**src/rtl/icap_pkg.sv**
```systemverilog
package icap_pkg;
  localparam int unsigned SYNC_STAGES = 2;
  localparam int unsigned FILT_SAMPLES = 4;

  typedef enum logic {
    EDGE_FALL = 1'b0,
    EDGE_RISE = 1'b1
  } edge_sel_e;
endpackage

```
**src/rtl/icap_sync.sv**
```systemverilog
module icap_sync #(
  parameter int unsigned STAGES = 2
) (
  input  logic clk_i,
  input  logic rst_ni,
  input  logic d_i,
  output logic q_o
);
  logic [STAGES-1:0] sr_q;

  always_ff @(posedge clk_i or negedge rst_ni) begin
    if (!rst_ni) sr_q <= '0;
    else         sr_q <= {sr_q[STAGES-2:0], d_i};
  end

  assign q_o = sr_q[STAGES-1];
endmodule

```
**src/rtl/icap_filter.sv**
```systemverilog
module icap_filter #(
  parameter int unsigned SAMPLES = 4
) (
  input  logic clk_i,
  input  logic rst_ni,
  input  logic d_i,
  output logic q_o
);
  localparam int unsigned HIST_W = SAMPLES - 1;

  logic [HIST_W-1:0]  hist_q;
  logic [SAMPLES-1:0] win;
  logic               lvl_q;

  assign win = {hist_q, d_i};

  always_ff @(posedge clk_i or negedge rst_ni) begin
    if (!rst_ni) begin
      hist_q <= '0;
      lvl_q  <= 1'b0;
    end else begin
      hist_q <= win[HIST_W-1:0];
      if (&win)       lvl_q <= 1'b1;
      else if (~|win) lvl_q <= 1'b0;
    end
  end

  assign q_o = lvl_q;
endmodule

```
**src/rtl/icap_edge.sv**
```systemverilog
module icap_edge
  import icap_pkg::*;
(
  input  logic      clk_i,
  input  logic      rst_ni,
  input  logic      lvl_i,
  input  edge_sel_e sel_i,
  input  logic      active_i,
  output logic      evt_o
);
  logic prev_q;

  always_ff @(posedge clk_i or negedge rst_ni) begin
    if (!rst_ni) prev_q <= 1'b0;
    else         prev_q <= lvl_i;
  end

  always_comb begin
    evt_o = 1'b0;
    if (active_i) begin
      unique case (sel_i)
        EDGE_RISE: evt_o = lvl_i & ~prev_q;
        EDGE_FALL: evt_o = ~lvl_i & prev_q;
        default:   evt_o = 1'b0;
      endcase
    end
  end
endmodule

```
**src/rtl/icap_unit.sv**
```systemverilog
module icap_unit
  import icap_pkg::*;
#(
  parameter int unsigned CNT_W = 16
) (
  input  logic             clk_i,
  input  logic             rst_ni,
  input  logic             pin_i,
  input  logic [CNT_W-1:0] cnt_i,
  input  logic             edge_rise_i,
  input  logic             filt_en_i,
  input  logic             flag_clr_i,
  input  logic             top_mode_i,
  input  logic             irq_en_i,
  output logic [CNT_W-1:0] cap_o,
  output logic             flag_o,
  output logic             irq_o
);
  logic             pin_sync;
  logic             pin_filt;
  logic             pin_lvl;
  logic             cap_evt;
  logic [CNT_W-1:0] cap_q;
  logic             flag_q;
  edge_sel_e        sel;

  icap_sync #(.STAGES(SYNC_STAGES)) u_sync (
    .clk_i (clk_i),
    .rst_ni(rst_ni),
    .d_i   (pin_i),
    .q_o   (pin_sync)
  );

  icap_filter #(.SAMPLES(FILT_SAMPLES)) u_filt (
    .clk_i (clk_i),
    .rst_ni(rst_ni),
    .d_i   (pin_sync),
    .q_o   (pin_filt)
  );

  assign pin_lvl = filt_en_i ? pin_filt : pin_sync;
  assign sel     = edge_rise_i ? EDGE_RISE : EDGE_FALL;

  icap_edge u_edge (
    .clk_i   (clk_i),
    .rst_ni  (rst_ni),
    .lvl_i   (pin_lvl),
    .sel_i   (sel),
    .active_i(~top_mode_i),
    .evt_o   (cap_evt)
  );

  always_ff @(posedge clk_i or negedge rst_ni) begin
    if (!rst_ni) begin
      cap_q  <= '0;
      flag_q <= 1'b0;
    end else begin
      if (cap_evt) cap_q <= cnt_i;
      // capture has priority over clear
      if (cap_evt)         flag_q <= 1'b1;
      else if (flag_clr_i) flag_q <= 1'b0;
    end
  end

  assign cap_o  = cap_q;
  assign flag_o = flag_q;
  assign irq_o  = flag_q & irq_en_i;
endmodule

```
**config.mk**
```make
export PLATFORM = sky130hd
export DESIGN_NAME = icap_unit
export DESIGN_NICKNAME = d
export VERILOG_FILES = /design/src/rtl/icap_pkg.sv /design/src/rtl/icap_sync.sv /design/src/rtl/icap_filter.sv /design/src/rtl/icap_edge.sv /design/src/rtl/icap_unit.sv
export SDC_FILE = /design/constraint.sdc
export NUM_CORES = 1
export LEC_CHECK = 0
export BUFFER_PORTS_ARGS = -buffer_cell sky130_fd_sc_hd__buf_2
export CAP_MARGIN = 20
export CORE_ASPECT_RATIO = 0.6
export CORE_MARGIN = 8
export CORE_UTILIZATION = 40
export DETAILED_ROUTE_END_ITERATION = 8
export GPL_ROUTABILITY_DRIVEN = 0
export GPL_TIMING_DRIVEN = 0
export PLACE_DENSITY = 0.7
export SYNTH_ARGS = -nofsm -noshare
export SYNTH_HDL_FRONTEND = slang
export SYNTH_SLANG_ARGS = --single-unit
export TNS_END_PERCENT = 5
```
**constraint.sdc**
```tcl
create_clock -name clk_i -period 1.55 [get_ports clk_i]
set_input_delay 0.31 -clock clk_i [delete_from_list [all_inputs] [get_ports clk_i]]
set_output_delay 0.31 -clock clk_i [all_outputs]
set_load 0.03 [all_outputs]
```
# ---- Word-level counts from Yosys, hierarchy flattened
# Cells that the tools add are included.
dict set report totals {
  register_bits 24
  latch_bits 0
  ramBits 0
  mem_bits_ro 0
  output_inout_bits 18
  mem_count 0
}
dict set report classes {
  n_addsub 0
  multipliers 0
  n_div 0
  n_lt_le_gt_ge 0
  eq_ne 1
  shift 0
  muxes 8
  n_bitwise 6
  reduce_logical 3
}
# operator n
set op_table {}
lappend op_table {{$mux 1} 7}
lappend op_table {{$reduce_and 4->1} 1}
lappend op_table {{$reduce_or 4->1} 1}
lappend op_table {{$and 1x1->1} 3}
lappend op_table {{$not 1->1} 3}
lappend op_table {{$ne 2x1->1 const B} 1}
lappend op_table {{$pmux 1 s2} 1}
lappend op_table {{$reduce_bool 2->1} 1}

# ---- Depth between registers and ports, before layout
dict set report depth {
  word_depth 6
  ltp_mapped 4
}

# ---- By module
# Synthesis repeated with hierarchy kept, for this count alone.
dict set report hier_totals {
  cells_unflattened 53
  hier_area_um2 929.6
}
# module n_inst cells_each area_per_inst_um2 seq_area_each_um2
set by_module_without_submodules {}
lappend by_module_without_submodules {icap_unit 1 40 704.4 425.4}
lappend by_module_without_submodules {icap_filter 1 7 126.4 100.1}
lappend by_module_without_submodules {icap_sync 1 2 50.0 50.0}
lappend by_module_without_submodules {icap_edge 1 4 48.8 25.0}

# ---- Worst setup path before layout
# OpenSTA, ideal clock, no wires.
dict set report synth_path {
  path_type {reg-to-reg}
  startpoint {register u_sync.sr_q[1]}
  endpoint {register cap_q[0] (netlist: cap_o[0])}
  setup_time_ns 0.125
  t_arrival_ns 1.439
  required_ns 1.425
  path_slack_ns -0.014
  path_stages_with_launch 5
  n_path_buf 1
  synth_period_minus_slack_ns 1.564
  cell_sequence {dfrtp_1 > mux2_4 > mux2i_4 > buf_12 > mux2_4}
}
dict set report synth_via {
  elab_chain_cells 5
  elab_cells_between_ends 6
  cone_classes {mux: 3; bitwise: 3}
}
# element line
set synth_lines {}
lappend synth_lines {{from (decl)} icap_sync.sv:9} ;# logic [STAGES-1:0] sr_q;
lappend synth_lines {{from (signal assigned)} icap_sync.sv:13} ;# else sr_q <= {sr_q[STAGES-2:0], d_i};
lappend synth_lines {{$mux 1 *} icap_unit.sv:41} ;# assign pin_lvl = filt_en_i ? pin_filt : pin_sync;
lappend synth_lines {{named net pin_lvl} icap_unit.sv:21} ;# logic pin_lvl;
lappend synth_lines {{$not 1->1} icap_edge.sv:23} ;# EDGE_FALL: evt_o = ~lvl_i & prev_q;
lappend synth_lines {{$and 1x1->1} icap_edge.sv:23}
lappend synth_lines {{$pmux 1 s2 *} icap_edge.sv:21} ;# unique case (sel_i)
lappend synth_lines {{$mux 1 *} icap_edge.sv:20} ;# if (active_i) begin
lappend synth_lines {{to (signal assigned)} icap_unit.sv:58} ;# if (cap_evt) cap_q <= cnt_i;
lappend synth_lines {{to (decl)} icap_unit.sv:23} ;# logic [CNT_W-1:0] cap_q;
# The timed path passes the listed nets; every way through them passes the cells marked *.
# A chain may end at the register's enable or synchronous reset.

# ---- Final worst setup path
dict set report layout_path {
  startpoint {register u_sync.sr_q[1]}
  endpoint {register cap_q[1] (netlist: cap_o[1])}
}
# The elaborated chain is that of the path after synthesis.

==> impl_results.md <==
* Layout area overhead at 44.2%
* Std-Cell Rows at 13
* Synth warnings at 0
* Number of clock buffers inserted by TritonCTS at 3
* Clock root cell: sky130_fd_sc_hd__clkbuf_8
* Global-route usage over all layers at 10.4%
* Fraction of synthesized cell area taken by the top area cell type at 65.0%
* Final period util at 102%
* HPWL reported at the end of detailed placement at 1.43 mm
* Vertical die dimension at 53.2 microns
* Global-route wire length before repair at 3.44 mm
* Crit path from: u_sync.sr_q[1]$_DFF_PN0_
* Count of input and output buffers at 41
* Number of global-route vias before repair at 740
* Met2 Use GR at 16.8%
* Global-route met3 utilization at 6.08%
* Number of hold violations in the final report at 0
* Maximum fanout count along the critical path at 5
* Number of enable flip-flop cells after synthesis at 0
* Pre-CTS worst setup slack at -0.188 ns
* Overflow left after global routing at 0
* PwrDens at 1480 nW/um^2
* Register area at 601 sq um
* Unrepaired setup endpoints after global routing: true
* Switching share of total power at 34.0%
* Post-detailed-placement cell area at 1170 sq um
* Leakage at 0.696 nW
* Worst vdd ir at 0.841 mV
* Pint at 0.00130 W
* Max-cap violations at 0
* Highest Clock Rate at 632 MHz
* Post-route cell area at 1330 sq um
* Layout filler cell count at 185
* Failing checks: negative setup slack
* Initial core utilization at 42.4%
* Share of total power in sequential cells at 42.8%
* Startpoint types: flop
* Netlist cell types at 13
* Area enclosed by the die boundary at 4150 sq um
* Post-layout worst setup margin at -0.0325 ns
* Actual slew at the worst max-slew pin at 0.515 ns
* Clock slew at the register clock pins of the worst setup and hold paths at 0.08 ns
* Synth top area cells: sky130_fd_sc_hd__dfrtp_1, sky130_fd_sc_hd__mux2_4, sky130_fd_sc_hd__mux2_2
* Antenna violations before repair at 0
* Largest net degree at the start of global routing at 25
* Vias post-DR at 622
* Worst-case headroom to the max-slew limit at 65.7%
* Synth Net Count at 76
* Max Clock Skew at 0.00596 ns
* Routed length per instance at 14.0 microns
* Critical Path RT at 1.70 ns
* Yosys reg bits at 24
* Detailed-routing iteration count for the pre-antenna-repair pass at 3
* TritonCTS clock tree: built
* Total power at 0.00197 W
* Layer carrying the most global-route usage: met2
* Count of antenna-violating nets left after detailed routing at 0
* Switching power at 0.000669 W
* Latest clock arrival within the worst-skew pair at 0.26 ns
* Setup tns final at -0.324 ns
* Worst hold path type: in2async
* Combinational fraction of design power at 36.5%
* Worst Setup End Kind: flop
* Endpoint of the most critical register-to-register path: cap_o[1]$_DFFE_PN0P_
* Wire length after detailed routing at 1.94 mm
* Number of hold buffers added after cts at 0
* Htree depth at 1
* Synth area leader: sky130_fd_sc_hd__dfrtp_1
* Antenna cells at 0
* Number of setup violations in the final report at 16
* Number of nets in the layout at 133
* Top cells by count, synth: sky130_fd_sc_hd__dfrtp_1, sky130_fd_sc_hd__mux2_4, sky130_fd_sc_hd__mux2_2
* Shortest period the worst path allows at 1.58 ns
* Post-Synthesis Mean Instance Area at 17.8 sq um
* Startpoint of the worst register-to-register path: u_sync.sr_q[1]$_DFF_PN0_
* Cell with the most instances after synthesis: sky130_fd_sc_hd__dfrtp_1
* Post-Syn Area at 923 sq um
* DRC violations left at 0
* Result of the run: finished with violations
* Num ports at 42
* Hold slack final at 0.0103 ns
* Total area of multi-input combinational cells at 299 sq um
* Fraction of layout instances using a drive strength above 1 at 69.4%
* TritonCTS sink count at 24
* FFs w/ async S/R, synth at 100%
* Top flip-flop cell by instance count after synthesis: sky130_fd_sc_hd__dfrtp_1
* Register-to-Register Setup Slack at -0.03 ns
* Post-synthesis instance total at 52
* Buffer depth of the longest clock path at 2
* Path type of the worst setup path: reg2reg
* Number of cells on the worst reg-to-reg path at 5
* Core outline area at 2180 sq um
* Average vias per placed instance at 4.51
* Portion of the post-synthesis area used by sequential elements at 65.0%
* Iteration-0 DRC Markers at 24
* Die width at 78.0 microns
* Worst path arrival time at 1.73 ns
* GR Util met1 at 11.7%
* Final slew viol count at 0
* Clk network pwr share at 20.7%
-- how the worst max path moves through the flow --
stage                            endpoint  slack (ns)  depth (start not counted)
floorplan            cap_o[0]$_DFFE_PN0P_       -0.01                          4
global placement    cap_o[12]$_DFFE_PN0P_       -0.17                          5
detailed placement   cap_o[0]$_DFFE_PN0P_       -0.19                          5
CTS                  cap_o[1]$_DFFE_PN0P_       -0.04                          5
global route        cap_o[15]$_DFFE_PN0P_       -0.09                          5
finish               cap_o[1]$_DFFE_PN0P_       -0.03                          5
-- routing by layer --
layer	up-vias	part of all wire, %
met3	0	10
li1	292	-
met2	25	46
met4	0	0
met1	305	44
met5	-	0
-- layout make-up --
| class | count | area share (%) |
|---|---|---|
| plain buffers | 1 | 1.50 |
| clock buffers | 4 | 4.14 |
| inverters | 1 | 0.282 |
| multi-input cells | 26 | 22.5 |
| flip-flops and latches | 24 | 45.1 |
| well taps | 30 | 2.82 |
| repair buffers | 52 | 23.7 |
-- repair_timing --
item	4_1_cts	5_1_grt
cloned	1	0
hold endpoints to repair	0	0
pin swaps	0	0
setup endpoints to repair	16	16
gates resized for setup	3	0
buffers inserted	8	2
-- cell families after synthesis --
kind of cell / synth area share (%)
flops: 65.0
mux: 27.2
simple gates: 3.39
compound gates: 1.76
buf+inv: 2.57
-- power groups by stage --
stage | clock (W) | combinational, W | sequential, W
final | 0.000408 | 0.000717 | 0.000841
after global routing | 0.000455 | 0.000762 | 0.000866
after CTS | 0.000420 | 0.000723 | 0.000842
after detailed placement | 0 | 0.000690 | 0.000851
after global placement | 0 | 0.000677 | 0.000846
after floorplan | 0 | 0.000201 | 0.00112
-- through the flow --
step | util [%] | cells
after floorplan | - | 52
after global placement | 53.5 | 123
after detailed placement | 53.5 | 123
after CTS | 60.4 | 136
after global routing | 61.1 | 138
final | 61.1 | 138
-- registers in the layout, indices dropped and copies added (netlist names) --
name,cells
cap_o,16
u_filt.hist_q,3
u_sync.sr_q,2
flag_o,1
u_edge.prev_q,1
u_filt.q_o,1
-- critical path: stages, from the launching register on --
cell and delay, ns:
sky130_fd_sc_hd__dfrtp_1 0.39, sky130_fd_sc_hd__mux2_4 0.30, sky130_fd_sc_hd__mux2i_4 0.20, sky130_fd_sc_hd__buf_6 0.16, sky130_fd_sc_hd__buf_12 0.13, sky130_fd_sc_hd__mux2_4 0.29
-- cell usage in the layout (no fill, tap or decap) --
| cell | n |
|---|---|
| sky130_fd_sc_hd__buf_6 | 2 |
| sky130_fd_sc_hd__clkbuf_8 | 4 |
| sky130_fd_sc_hd__o21ai_0 | 1 |
| sky130_fd_sc_hd__buf_12 | 1 |
| sky130_fd_sc_hd__mux2_4 | 10 |
| sky130_fd_sc_hd__nor3b_1 | 2 |
| sky130_fd_sc_hd__a21oi_1 | 1 |
| sky130_fd_sc_hd__dfrtp_1 | 24 |
| sky130_fd_sc_hd__mux2_2 | 7 |
| sky130_fd_sc_hd__or3_1 | 1 |
| sky130_fd_sc_hd__buf_4 | 8 |
| sky130_fd_sc_hd__buf_16 | 1 |
| sky130_fd_sc_hd__inv_1 | 1 |
| sky130_fd_sc_hd__mux2i_4 | 1 |
| sky130_fd_sc_hd__nor2_1 | 1 |
| sky130_fd_sc_hd__a31oi_1 | 1 |
| sky130_fd_sc_hd__and2_1 | 1 |
| sky130_fd_sc_hd__buf_2 | 41 |
(Power assumes the default switching activity.)
